<file path="config.mk">
export PLATFORM = sky130hd
export DESIGN_NAME = plane_selector
export DESIGN_NICKNAME = d
export VERILOG_FILES = /design/src/rtl/plane_sel_pkg.sv /design/src/rtl/slot_ctrl.sv /design/src/rtl/plane_map.sv /design/src/rtl/plane_mux.sv /design/src/rtl/plane_selector.sv
export SDC_FILE = /design/constraint.sdc
export NUM_CORES = 1
export LEC_CHECK = 0
export ABC_AREA = 1
export BUFFER_PORTS_ARGS = -buffer_cell sky130_fd_sc_hd__buf_2
export CAP_MARGIN = 20
export CORE_UTILIZATION = 40
export DETAILED_ROUTE_END_ITERATION = 7
export PLACE_DENSITY = 0.86
export SLEW_MARGIN = 10
export SYNTH_ARGS = -nofsm -noshare
export SYNTH_HDL_FRONTEND = slang
export SYNTH_SLANG_ARGS = --single-unit
</file>
<file path="constraint.sdc">
create_clock -name clk_i -period 2 [get_ports clk_i]
set_clock_uncertainty 0.2 [all_clocks]
set_input_delay 0.1 -clock clk_i [delete_from_list [all_inputs] [get_ports clk_i]]
set_output_delay 0.1 -clock clk_i [all_outputs]
set_load 0.05 [all_outputs]
</file>
<file path="src/rtl/plane_sel_pkg.sv">
package plane_sel_pkg;
  typedef enum logic [1:0] {
    MODE_STATIC = 2'd0,
    MODE_MUX2   = 2'd1,
    MODE_MUX3   = 2'd2,
    MODE_MUX4   = 2'd3
  } drive_mode_e;
endpackage

</file>
<file path="src/rtl/slot_ctrl.sv">
module slot_ctrl #(
  parameter int PLANES = 4,
  localparam int SW = $clog2(PLANES)
) (
  input  logic          clk_i,
  input  logic          rst_ni,
  input  logic [1:0]    mode_i,
  input  logic          bank_i,
  input  logic          tick_i,
  output logic [SW-1:0] slot_o,
  output logic [SW-1:0] slot_nxt_o,
  output logic          bank_nxt_o,
  output logic          load_o
);
  logic [1:0]    mode_q;
  logic [SW-1:0] slot_q, last_slot;
  logic          bank_q, mode_chg;

  assign mode_chg  = mode_i != mode_q;
  assign last_slot = SW'(mode_i);

  always_comb begin
    slot_nxt_o = slot_q;
    bank_nxt_o = bank_q;
    load_o     = 1'b0;
    if (mode_chg) begin
      slot_nxt_o = '0;
      bank_nxt_o = bank_i;
      load_o     = 1'b1;
    end else if (tick_i) begin
      load_o = 1'b1;
      if (slot_q >= last_slot) begin
        slot_nxt_o = '0;
        bank_nxt_o = bank_i;   // new frame: bank taken up here only
      end else begin
        slot_nxt_o = slot_q + SW'(1);
      end
    end
  end

  always_ff @(posedge clk_i or negedge rst_ni) begin
    if (!rst_ni) begin
      mode_q <= '0;
      slot_q <= '0;
      bank_q <= 1'b0;
    end else begin
      mode_q <= mode_i;
      slot_q <= slot_nxt_o;
      bank_q <= bank_nxt_o;
    end
  end

  assign slot_o = slot_q;


  slot_range_chk: assert property (@(posedge clk_i) disable iff (!rst_ni)
    slot_q <= SW'(mode_q));

  slot_wrap_chk: assert property (@(posedge clk_i) disable iff (!rst_ni)
    (tick_i && !mode_chg && slot_q == last_slot) |=> slot_q == '0);

  mode_restart_chk: assert property (@(posedge clk_i) disable iff (!rst_ni)
    mode_chg |=> slot_q == '0);

  bank_hold_chk: assert property (@(posedge clk_i) disable iff (!rst_ni)
    (slot_q != '0) |-> $stable(bank_q));
endmodule

</file>
<file path="src/rtl/plane_map.sv">
module plane_map
  import plane_sel_pkg::*;
#(
  parameter int PLANES = 4,
  localparam int SW = $clog2(PLANES)
) (
  input  logic [1:0]    mode_i,
  input  logic [SW-1:0] slot_i,
  input  logic          bank_i,
  output logic [SW-1:0] plane_o
);
  logic [SW-1:0] bank_off;
  assign bank_off = bank_i ? SW'(PLANES / 2) : '0;

  always_comb begin
    unique case (drive_mode_e'(mode_i))
      MODE_STATIC: plane_o = bank_off;
      MODE_MUX2:   plane_o = bank_off + SW'(slot_i[0]);
      default:     plane_o = slot_i;
    endcase
  end
endmodule

</file>
<file path="src/rtl/plane_mux.sv">
module plane_mux #(
  parameter int NUM_ADDR = 24,
  parameter int PLANES   = 4,
  localparam int SW = $clog2(PLANES)
) (
  input  logic [NUM_ADDR*PLANES-1:0] ram_i,
  input  logic [SW-1:0]              plane_i,
  output logic [NUM_ADDR-1:0]        seg_o
);
  for (genvar a = 0; a < NUM_ADDR; a++) begin : g_addr
    logic [PLANES-1:0] word;
    assign word     = ram_i[a*PLANES +: PLANES];
    assign seg_o[a] = word[plane_i];
  end
endmodule

</file>
<file path="src/rtl/plane_selector.sv">
module plane_selector
  import plane_sel_pkg::*;
#(
  parameter int NUM_ADDR = 24,
  parameter int PLANES   = 4,
  localparam int SW = $clog2(PLANES)
) (
  input  logic                       clk_i,
  input  logic                       rst_ni,
  input  logic [1:0]                 mode_i,
  input  logic                       bank_i,
  input  logic                       tick_i,
  input  logic [NUM_ADDR*PLANES-1:0] ram_i,
  output logic [NUM_ADDR-1:0]        seg_o,
  output logic [SW-1:0]              bp_o
);
  logic [SW-1:0]       slot_nxt, plane;
  logic                bank_nxt, load;
  logic [NUM_ADDR-1:0] seg_d, seg_q;

  slot_ctrl #(.PLANES(PLANES)) u_ctrl (
    .clk_i, .rst_ni, .mode_i, .bank_i, .tick_i,
    .slot_o(bp_o), .slot_nxt_o(slot_nxt), .bank_nxt_o(bank_nxt), .load_o(load)
  );

  plane_map #(.PLANES(PLANES)) u_map (
    .mode_i, .slot_i(slot_nxt), .bank_i(bank_nxt), .plane_o(plane)
  );

  plane_mux #(.NUM_ADDR(NUM_ADDR), .PLANES(PLANES)) u_mux (
    .ram_i, .plane_i(plane), .seg_o(seg_d)
  );

  always_ff @(posedge clk_i or negedge rst_ni) begin
    if (!rst_ni)   seg_q <= '0;
    else if (load) seg_q <= seg_d;
  end

  assign seg_o = seg_q;


  seg_hold_chk: assert property (@(posedge clk_i) disable iff (!rst_ni)
    !load |=> $stable(seg_q));

  no_remap_chk: assert property (@(posedge clk_i) disable iff (!rst_ni)
    (load && mode_i[1]) |-> plane == slot_nxt);

  bank_plane_chk: assert property (@(posedge clk_i) disable iff (!rst_ni)
    (load && !mode_i[1] && bank_nxt) |-> plane >= SW'(PLANES / 2));
endmodule

</file>
Yosys cells after proc, flatten, opt, wreduce, memory -nomap -nowiden
Cells that the tools add are included.
{"block": "classes", "n_addsub": 2, "order_cmp": 2, "eq_ne": 2, "muxes": 58, "n_reduce_logical": 1}
{"operator": "binary-select mux 1 bit (select 2 bit)", "count": 24}
{"operator": "2-to-1 mux 1 bit", "count": 29}
{"operator": "2-to-1 mux 2 bit", "count": 4}
{"operator": "case mux 2 bit (2 select lines)", "count": 1}
{"operator": "< comparator 2 x 3 -> 1 bit, second input constant", "count": 1}
{"operator": "adder 2 x 1 -> 2 bit", "count": 1}
{"operator": "adder 2 x 1 -> 2 bit, second input constant", "count": 1}
{"operator": "== test 2 x 1 -> 1 bit, second input constant", "count": 1}
{"operator": ">= comparator 2 bit", "count": 1}
{"operator": "zero test 2 bit", "count": 1}
{"operator": "inequality test 2 bit", "count": 1}
{"block": "word_totals", "ff_bits": 29, "inputBits": 102, "output_inout_bits": 26}

Logic depth before layout (Yosys ltp)
Gate-level depths: netlist (run 1).
{"block": "logic_depth", "depth_word": 9, "ltp_mapped": 16, "mapped_depth_nobuf": 14}

Cells and area by module
A second synthesis (run 1) with hierarchy kept.
{"block": "unflattened", "hier_cells": 436, "hier_area_um2": 2467.4}
{"mod": "plane_mux", "n_inst": 1, "cells_per_inst": 281, "area_each_um2": 1143.6, "seq_area_each_um2": 0.0}
{"mod": "plane_selector", "n_inst": 1, "cells_per_inst": 102, "area_each_um2": 974.7, "seq_area_each_um2": 600.6}
{"mod": "slot_ctrl", "n_inst": 1, "cells_per_inst": 46, "area_each_um2": 322.8, "seq_area_each_um2": 125.1}
{"mod": "plane_map", "n_inst": 1, "cells_per_inst": 7, "area_each_um2": 26.3, "seq_area_each_um2": 0.0}

Worst setup path before layout (run 1)
OpenSTA, ideal clock, no wires.
{"block": "synth_timing", "path_type": "reg2reg", "startpoint": "reg u_ctrl.slot_q[0] (netlist: u_ctrl.slot_o[0])", "endpoint": "reg seg_q[14] (netlist: seg_o[14])", "setup_time_ns": 0.118, "arrival_time_ns": 1.974, "required_time_ns": 1.682, "slack_ns": -0.291, "path_stages_with_launch": 15, "path_cell_list": "dfrtp_1 inv_1 ha_1 nand2_1 nand3_1 nand2_1 nand4_1 buf_2 buf_6 nand2_1 nand2_1 nand2_1 nand2_1 nand2_1 nand2_1"}
{"block": "synth_between", "elab_chain_cells": 9, "word_cells_on_any_way": 13, "classes_between": "add/sub: 2; order compare: 1; mux: 10"}
{"item": "start, declared", "line_no": "slot_ctrl.sv:16", "text": "logic [SW-1:0] slot_q, last_slot;"}
{"item": "start signal, assigned", "line_no": "slot_ctrl.sv:48", "text": "slot_q <= slot_nxt_o;"}
{"item": ">= comparator 2 bit", "line_no": "slot_ctrl.sv:32", "text": "if (slot_q >= last_slot) begin"}
{"item": "2-to-1 mux 1 bit", "line_no": "slot_ctrl.sv:32"}
{"item": "2-to-1 mux 1 bit", "line_no": "slot_ctrl.sv:30", "text": "end else if (tick_i) begin"}
{"item": "2-to-1 mux 1 bit", "line_no": "slot_ctrl.sv:26", "text": "if (mode_chg) begin"}
{"item": "2-to-1 mux 2 bit", "line_no": "plane_map.sv:13", "text": "assign bank_off = bank_i ? SW'(PLANES / 2) : '0;"}
{"item": "adder 2 x 1 -> 2 bit", "line_no": "plane_map.sv:18", "text": "MODE_MUX2: plane_o = bank_off + SW'(slot_i[0]);"}
{"item": "case mux 2 bit (2 select lines) *", "line_no": "plane_map.sv:16", "text": "unique case (drive_mode_e'(mode_i))"}
{"item": "binary-select mux 1 bit (select 2 bit) *", "line_no": "plane_mux.sv:13", "text": "assign seg_o[a] = word[plane_i];"}
{"item": "2-to-1 mux 1 bit (implied by the code) *", "line_no": "plane_mux.sv:13"}
{"item": "end signal, assigned", "line_no": "plane_selector.sv:36", "text": "else if (load) seg_q <= seg_d;"}
{"item": "end, declared", "line_no": "plane_selector.sv:19", "text": "logic [NUM_ADDR-1:0] seg_d, seg_q;"}
Mark *: on every way between the ends. The rest lies on a longest branch, timed or not. The select of a mux whose other input is x is not followed.
A chain may end at the register's enable or synchronous reset.

Worst setup path after layout (run 1)
{"block": "layout_timing", "startpoint": "reg u_ctrl.slot_q[1] (netlist: u_ctrl.slot_o[1])", "endpoint": "reg seg_q[20] (netlist: seg_o[20])"}
Same word-level chain as after synthesis.

==> flow_summary.ini, run 1 <==
[status]
outcome = finished with violations
violations = negative setup slack

[drt]
ant_nets = 0
routed_wl_microns = 7460
dr.pass1.iters = 5
drc_errors = 0
drtIter0Drc = 106
via_per_inst = 4.74
num_vias = 2856
wl_per_cell_microns = 12.4

[die]
initial_core_util_pct = 42.6
dieHeight_microns = 76.9
dieArea_sq_mm = 0.00592
rows = 26
boundaryPins = 128
core_sq_mm = 0.00527
die_w_microns = 76.9

[setup_path]
path_max_fanout = 5
crit_type = reg2reg
critPathTopFamily = simple AND/OR/NAND/NOR gates
cp_common_cell = nand2_1
cp.required_ns = 2.02
worstPathCellList = ha_4 > nand2_2 > nand3_2 > nand2_4 > nand2_4 > nor2_4 > buf_6 > clkbuf_16 > nand3_1 > nand2_1 > nand2_1 > nand2_1 > nand2_1 > nand2_1
start_kind = flop
slowest_stage = dfrtp_2
endpoint_kind = flop
critPathArrivalTime_ns = 2.07
path_buf_inv = 2
crit_path_max_incr_delay_ns = 0.42

[clocking]
clkLatencyLatePin_ns = 0.27
clockRootBuffer = clkbuf_8
h-tree-depth = 2
clockBufferDepth = 2
numCtsBuffers = 5
cts_tree = yes
clkSlewWorstSetupHoldPaths_ns = 0.06
cts_sinks = 29

[sta]
tightest_slew_ns = 0.784
fin_crit_ns = 2.06
setup_viol = 24
post-route-period-util_pct = 103
final-hold-violation-count = 0
clock.fmax_ghz = 0.486
rsz0062_at_grt = yes
drv_slew = 0
slew_headroom_pct = 47.6
tns_ns = -0.764
setup_slack_ns = -0.0562

[synthesis]
seq_area_frac_synth_pct = 32.3
syn_avg_cell_area_sq_um = 5.82
synth-seq-cells = 29
ys_warn_count = 0
yosysUniqueCellTypes = 21
syn_inst = 386
syn_nets = 490
syn_area_sq_mm = 0.00224

[power]
p_per_area_mw_per_mm2 = 648
power.static_leakage_nw = 2.08
finalPower_w = 0.00220
ir_drop_uv = 295

[layout]
fin_nets = 635
n_antenna_cell = 0
syn_to_final_growth_pct = 51.4
drive_gt1_share_pct = 35.3
utilization_pct = 64.5

[grt]
grt_first_pass_wirelength_microns = 12000
antenna_found_initial = 0
grt-ovfl-total = 0
grt_max_degree = 30
first_global_vias = 2741
grt_use_total_pct = 25.3

[worst_hold_path]
hp-class = in2reg

[placement]
dpl.hpwl_microns = 4970
place_congestion = 0.805
port_buffers = 127

[run]
maxCapViolations = 0
[tightest hold or removal path, delay by kind of cell]
family,cells,cell delay [ns]
buffers and inverters,1,0.07
and+or+nand+nor,6,0.27
[placed cells by master (no fill, tap or decap), drive strengths merged]
cell         synthesis  layout
nand4                1       1
dlygate4sd3          0      10
clkbuf               7       8
nand2              258     258
buf                 16     149
ha                   2       2
o21ai                1       1
inv                 11      11
clkinv               1       3
nor2                 6       6
nand3b               1       1
dfrtp               29      29
nand3               52      52
xor2                 1       1
[synth_stat cells]
cell	n	area share, %
inv_1	7	1.2
nand2_1	254	42
inv_2	4	0.67
buf_1	1	0.17
o21ai_1	1	0.22
nand3b_1	1	0.33
nor2_1	2	0.33
ha_1	2	1.1
buf_4	2	0.67
nand3_1	52	12
clkinv_1	1	0.17
nand4_1	1	0.28
nor2_2	2	0.56
xor2_1	1	0.39
nand2_2	3	0.84
nor2_4	2	1.0
buf_6	4	2.0
clkbuf_1	7	1.2
buf_2	9	2.0
dfrtp_1	29	32
nand2_4	1	0.50
[power by group]
group          internal [W]  switching [W]  total [W]
clock network      0.000240       0.000211   0.000451
registers          0.000674      0.0000463   0.000720
logic              0.000349       0.000683    0.00103
total               0.00126       0.000941    0.00220
[routing by layer]
metal  vias up  wire (microns)  GRT usage (%)  share of wire [%]
li1       1479               -              -                  -
met1      1255            3310           29.9                 44
met2       118            3660           46.9                 49
met3         4             460           4.17                6.2
met4         0              36           6.35               0.48
met5         -               0              0                  0
[worst paths after layout]
kind                             startpoint                to  slack, ns  cells past startpoint
hold / removal                    ram_i[52]         seg_o[13]      0.009                      7
max in group asynchronous            rst_ni  u_ctrl.slot_o[1]       0.93                      2
setup / recovery           u_ctrl.slot_o[1]         seg_o[20]      -0.06                     14
hold reg to reg                   seg_o[11]         seg_o[11]       0.28                      2
setup reg to reg           u_ctrl.slot_o[1]         seg_o[20]      -0.06                     14
min in group asynchronous            rst_ni          seg_o[1]       0.20                      2
[state kept, by name, indices dropped and copies added, names as in the netlist]
| name | count |
|---|---|
| seg_o | 24 |
| u_ctrl.bank_q | 1 |
| u_ctrl.mode_q | 2 |
| u_ctrl.slot_o | 2 |
[cell families after synthesis]
logic type | synth area share, %
buf+inv | 8.03
simple gates | 57.9
xor+xnor | 0.390
compound gates | 0.223
flops | 32.3
fa+ha+maj | 1.11
[through the flow]
step                setup slack, ns  cells  hold WS, ns  cell area, sq um
floorplan                   -0.0819    386       -0.396              2270
CTS                         -0.0492    598     0.000514              3310
global route                 -0.231    602       0.0413              3400
global placement             0.0213    572      -0.0424              2980
detailed placement          -0.0815    572      -0.0350              2980
finish                      -0.0562    602      0.00930              3400
[timing repair]
| item | in CTS | in global routing |
|---|---|---|
| hold endpoints to repair | 37 | 0 |
| pin swaps | 2 | 2 |
| endpoints found under the setup margin | 24 | 24 |
| hold buffers | 10 | 0 |
| buffers inserted | 5 | 3 |
| gates cloned | 3 | 2 |
| resized for setup | 11 | 12 |
[cell type report]
cell class / instances / area, sq um
flip-flops and latches: 29 / 728
well taps: 70 / 87.6
inverters: 12 / 45.0
fillers: 488 / 1870
multi-input cells: 322 / 1420
repair buffers: 161 / 1030
clock inverters: 2 / 10.0
clock buffers: 6 / 72.6
Power figures use the tool's default switching activity.
==> inputs of run 2 (changes only) <==
--- a/config.mk
+++ b/config.mk
@@ -10,6 +10,7 @@
 export CAP_MARGIN = 20
 export CORE_UTILIZATION = 40
 export DETAILED_ROUTE_END_ITERATION = 7
+export GPL_TIMING_DRIVEN = 0
 export PLACE_DENSITY = 0.86
 export SLEW_MARGIN = 10
 export SYNTH_ARGS = -nofsm -noshare
==> run 2 against run 1 <==
Against the previous run: the flow still finishes with violations (negative setup slack); design area up 5.1%; worst hold slack better by 0.0041 ns; clock-buffer cell count up 1; highest routed layer unchanged; core utilization up 3.3 points; die area unchanged; global-route usage up 0.76 points; critical endpoint is now seg_o[6]; wire length up 7.8%; sequential share of layout area down 1.0 points; flip-flop and latch count unchanged.
==> flow_summary.ini, run 2 (synthesized netlist as in run 1, its figures left out) <==
[status]
outcome = finished with violations
violations = negative setup slack

[sta]
final-hold-violation-count = 0
tightest_slew_ns = 0.663
setup_viol = 24
clock.fmax_ghz = 0.485
post-route-period-util_pct = 103
fin_crit_ns = 2.06
rsz0062_at_grt = yes
slew_headroom_pct = 55.8
drv_slew = 0
setup_slack_ns = -0.0617

[grt]
first_global_vias = 2718
use_met2_pct = 46.3
grt_max_degree = 30
gr-usage-met1_pct = 32.0
grt_use_met3_pct = 4.29
grt_busiest_layer = met2
grt_use_total_pct = 26.1
grt-ovfl-total = 0
grt_first_pass_wirelength_microns = 12200
antenna_found_initial = 0

[clocking]
numCtsBuffers = 5
h-tree-depth = 2
clockRootBuffer = clkbuf_8
cts_tree = yes
clockBufferDepth = 2
cts_sinks = 29
clkSlewWorstSetupHoldPaths_ns = 0.06
clkLatencyLatePin_ns = 0.26

[drt]
ant_nets = 0
num_vias = 2979
drc_errors = 0
wl_per_cell_microns = 13.2
routed_wl_microns = 8040
drtIter0Drc = 120
via_per_inst = 4.89
dr.pass1.iters = 4

[placement]
place_congestion = 0.850
dpl.hpwl_microns = 5500
place_ws_ns = -0.166
port_buffers = 127

[setup_path]
critPathArrivalTime_ns = 2.07
rr_endpoint = seg_o[6]
startpoint = u_ctrl.slot_o[0]
path_max_fanout = 5
rrSetupSlack_ns = -0.06
start_kind = flop
reg2reg_from = u_ctrl.slot_o[0]
cp.required_ns = 2.01
reg2regPathDepth = 15
endpoint_kind = flop
crit_type = reg2reg

[worst_hold_path]
hold_depth = 7
hp-class = in2reg
min_to = seg_o[21]
min_from = ram_i[84]

[die]
dieArea_sq_mm = 0.00592
die_w_microns = 76.9
core_sq_mm = 0.00527
boundaryPins = 128
dieHeight_microns = 76.9
rows = 26
initial_core_util_pct = 42.6

[power]
p_sw_w = 0.000970
finalPower_w = 0.00228
p_comb_share_pct = 47.6
clockPowerShare_pct = 20.7
p_per_area_mw_per_mm2 = 639
p_int_w = 0.00131
ir_drop_uv = 382
p_seq_share_pct = 31.7
p_sw_share_pct = 42.5
power.static_leakage_nw = 2.12

[layout]
final_common_cell = nand2_1
syn_to_final_growth_pct = 59.2
drive_gt1_share_pct = 44.2
final_cell_mix = 210 x nand2_1, 130 x buf_2, 41 x nand3_1
fin_nets = 643
largest_reg_flops = 24
n_antenna_cell = 0

[run]
maxCapViolations = 0
-- run 2: through the flow --
stage                     area [sq um]  setup TNS, ns  std cells  util [%]  hold slack [ns]
after floorplan                   2270          -1.60        386         -           -0.396
after global placement            3000          -2.11        583      56.9          -0.0356
after detailed placement          3000          -2.84        583      56.9          -0.0252
after CTS                         3380         -0.601        606      64.1          0.00384
after global routing              3570          -3.95        609      67.8           0.0302
final                             3570         -0.926        609      67.8           0.0134
-- run 2: how the worst max path moves through the flow --
stage | to | cells past startpoint | slack, ns
6_report | seg_o[6] | 15 | -0.06
5_1_grt | seg_o[15] | 14 | -0.21
4_1_cts | seg_o[16] | 14 | -0.04
3_5_place_dp | seg_o[23] | 14 | -0.17
3_3_place_gp | seg_o[8] | 12 | -0.14
2_1_floorplan | seg_o[14] | 14 | -0.08
-- run 2: power by group through the flow --
stage | Clock [W] | Sequential, W | Combinational [W]
after CTS | 0.000483 | 0.000721 | 0.00102
final | 0.000472 | 0.000724 | 0.00109
after detailed placement | 0 | 0.000731 | 0.000937
after global placement | 0 | 0.000728 | 0.000922
after floorplan | 0 | 0.00102 | 0.000351
after global routing | 0.000506 | 0.000731 | 0.00117
-- run 2: worst max-delay path, stage by stage, from the launching register on --
cell and delay, ns:
dfrtp_2 0.43, inv_2 0.07, ha_4 0.20, nand2_2 0.05
nand3_2 0.07, nand2_4 0.10, nand2_4 0.08, nor2_4 0.16
buf_6 0.15, buf_8 0.12, nand3_1 0.08, nand2_1 0.09
nand2_1 0.05, nand2_1 0.05, nand2_1 0.04, nand2_1 0.06
-- run 2: routing by layer --
layer	vias up	share of wire (%)
met3	15	8.5
met5	-	0
li1	1495	-
met2	141	50
met4	0	1.9
met1	1328	39
-- run 2: timing repair --
item	CTS	global route
gates cloned	3	2
setup endpoints to repair	24	24
pin swaps	28	46
endpoints found under the hold margin	32	0
hold buffers	4	0
gates resized for setup	41	46
setup buffers	9	1
-- run 2: cell type report --
type,count,area (sq um)
Tap cell,70,87.6
Inverter,12,45.0
Fill cell,482,1700
Buffer,23,191
Sequential cell,29,728
Clock buffer,7,86.3
Multi-Input combinational cell,322,1580
Timing Repair Buffer,146,853
==> inputs of run 3 (changes only) <==
--- a/config.mk
+++ b/config.mk
@@ -5,9 +5,9 @@
 export SDC_FILE = /design/constraint.sdc
 export NUM_CORES = 1
 export LEC_CHECK = 0
-export ABC_AREA = 1
 export BUFFER_PORTS_ARGS = -buffer_cell sky130_fd_sc_hd__buf_2
 export CAP_MARGIN = 20
+export CORE_MARGIN = 3
 export CORE_UTILIZATION = 40
 export DETAILED_ROUTE_END_ITERATION = 7
 export GPL_TIMING_DRIVEN = 0
==> run 3 against run 2 <==
Against the previous run: core utilization increased by 4.4 points; register-to-register slack got worse by 0.37 ns; highest routed layer unchanged; the run still ends with negative setup slack left; largest cell class unchanged; clock power increased by 3%; maximum frequency fell by 15%; critical path type unchanged.
==> flow_summary.ini, run 3 <==
[worst_hold_path]
min_from = ram_i[2]
min_to = seg_o[0]
hp-class = in2reg
hold_depth = 3

[clocking]
clockRootBuffer = clkbuf_8
clkSlewWorstSetupHoldPaths_ns = 0.07
clockBufferDepth = 2
cts_sinks = 29
h-tree-depth = 2
numCtsBuffers = 5
clkLatencyLatePin_ns = 0.29
cts_tree = yes

[power]
p_sw_w = 0.00112
finalPower_w = 0.00252
power.static_leakage_nw = 1.77
clockPowerShare_pct = 19.3
ir_drop_uv = 455
p_seq_share_pct = 29.6
p_per_area_mw_per_mm2 = 671
p_comb_share_pct = 51.1
p_int_w = 0.00141
p_sw_share_pct = 44.2

[synthesis]
ys_warn_count = 0
synth-seq-cells = 29
yosysMostFrequentCell = and3_1
synth-edff-count = 0
syn_nets = 332
yosys-top-cells-count = 42 x and3_1, 29 x dfrtp_1, 25 x nor2_1
yosysUniqueCellTypes = 30
post-synth-top-area-cell = dfrtp_1
synthTopCellsByArea = dfrtp_1 33%, a221oi_2 13%, and3_1 12%
syn_inst = 228
synth_top_cell_area_share_pct = 32.9
syn_area_sq_mm = 0.00220
synth_flop_cell = dfrtp_1
async_flop_share_pct = 100
seq_area_frac_synth_pct = 32.9
syn_avg_cell_area_sq_um = 9.66

[drt]
via_per_inst = 6.10
dr.pass1.iters = 4
num_vias = 2771
wl_per_cell_microns = 20.9
drc_errors = 0
ant_nets = 0
drtIter0Drc = 192
routed_wl_microns = 9480

[setup_path]
crit_type = reg2reg
cp.required_ns = 2.00
reg2reg_from = u_ctrl.slot_o[0]
reg2regPathDepth = 10
start_kind = flop
rr_endpoint = seg_o[3]
critPathArrivalTime_ns = 2.44
path_max_fanout = 5
rrSetupSlack_ns = -0.44
endpoint_kind = flop

[die]
dieArea_sq_mm = 0.00644
rows = 26
dieHeight_microns = 80.2
core_sq_mm = 0.00520
initial_core_util_pct = 42.3
boundaryPins = 128
die_w_microns = 80.2

[placement]
dpl.hpwl_microns = 6070
place_congestion = 0.882
port_buffers = 127
placed_cell_area_sq_mm = 0.00298
place_ws_ns = -0.603

[layout]
drive_gt1_share_pct = 66.4
largest_reg_flops = 24
final_area_sq_mm = 0.00376
multi_input_area_sq_mm = 0.00177
fin_nets = 487
regArea_sq_um = 728
final_cell_mix = 129 x buf_2, 39 x and3_1, 31 x a221oi_2
syn_to_final_growth_pct = 70.5
fillers = 368
n_antenna_cell = 0
final_common_cell = buf_2

[status]
violations = negative setup slack
outcome = finished with violations

[grt]
grt_max_degree = 30
antenna_found_initial = 0
grt_first_pass_wirelength_microns = 13900
first_global_vias = 2798
grt-ovfl-total = 0
grt_use_total_pct = 28.3

[sta]
slew_headroom_pct = 54.9
rsz0062_at_grt = yes
setup_viol = 25
post-route-period-util_pct = 122
drv_slew = 0
clock.fmax_ghz = 0.411
tightest_slew_ns = 0.677
final-hold-violation-count = 0
setup_slack_ns = -0.436
fin_crit_ns = 2.44
whs_ns = 0.00444

[run]
maxCapViolations = 0
## run 3: changes by cell type after synthesis, sizes merged, moves of 9 or more
cell | before | now
a211oi | 0 | 24
inv | 11 | 2
nand3 | 52 | 1
nand2 | 258 | 6
and3 | 0 | 42
a221oi | 0 | 41
nor2 | 6 | 26
## run 3: cells by family (layout without fill, tap and decap cells)
logic type                 count (synthesis)  after routing  synth area share, %
AOI/OAI and AO/OA                         82             82                 36.1
and+or+nand+nor                           80             80                 19.8
DFF                                       29             29                 32.9
buffers and inverters                     28            184                 6.30
xor gates and xnor gates                   4              4                 1.59
muxes                                      3              3                 2.21
adders and majority gates                  2              2                 1.14
## run 3: critical path, cell delays in order (launching register included)
cell	delay, ns
dfrtp_2	0.41
inv_2	0.07
ha_4	0.20
nor3b_4	0.21
o211a_4	0.23
buf_8	0.14
mux2i_4	0.31
buf_4	0.16
buf_6	0.11
a2111oi_4	0.05
a221oi_2	0.26
## run 3: area by class of cell
type | count | share of cell area, %
multi-input cells | 171 | 47.2
flip-flops and latches | 29 | 19.4
well taps | 70 | 2.33
repair buffers | 148 | 22.7
plain buffers | 26 | 5.99
clock inverters | 2 | 0.266
inverters | 2 | 0.200
clock buffers | 6 | 1.93
## run 3: worst max-delay path by stage
stage / cells past startpoint / startpoint / slack (ns) / to
floorplan: 9 / u_ctrl.slot_o[0] / -0.36 / seg_o[13]
global placement: 9 / u_ctrl.slot_o[0] / -0.56 / seg_o[23]
detailed placement: 9 / u_ctrl.slot_o[0] / -0.60 / seg_o[23]
CTS: 9 / u_ctrl.slot_o[0] / -0.38 / seg_o[13]
global route: 10 / u_ctrl.slot_o[0] / -0.50 / seg_o[3]
finish: 10 / u_ctrl.slot_o[0] / -0.44 / seg_o[3]
## run 3: metrics by stage
stage	TNS (ns)	cells	utilization (%)
floorplan	-8.38	228	-
global placement	-9.78	425	57.2
detailed placement	-11.28	425	57.2
CTS	-8.34	443	67.0
global route	-10.78	454	72.2
finish	-8.95	454	72.2
## run 3: timing repair
item | CTS | global route
buffers inserted | 5 | 11
endpoints found under the hold margin | 32 | 0
endpoints found under the setup margin | 25 | 25
pin swaps | 22 | 12
gates resized for setup | 67 | 48
gates cloned | 1 | 0
hold buffers | 4 | 0
## run 3: power by group through the flow
| stage | Combinational (W) | Clock (W) | Sequential (W) |
|---|---|---|---|
| 2_1_floorplan | 0.000375 | 0 | 0.00107 |
| 3_3_place_gp | 0.00101 | 0 | 0.000748 |
| 3_5_place_dp | 0.00103 | 0 | 0.000749 |
| 4_1_cts | 0.00118 | 0.000476 | 0.000740 |
| 5_1_grt | 0.00135 | 0.000504 | 0.000752 |
| 6_report | 0.00129 | 0.000487 | 0.000745 |
## run 3: metal layers
layer | vias up | global-route usage [%] | wire (microns)
met2 | 158 | 48.1 | 4780
met5 | - | 0 | 0
met3 | 28 | 6.05 | 691
met1 | 1352 | 35.1 | 3750
met4 | 0 | 10.5 | 258
li1 | 1233 | - | -
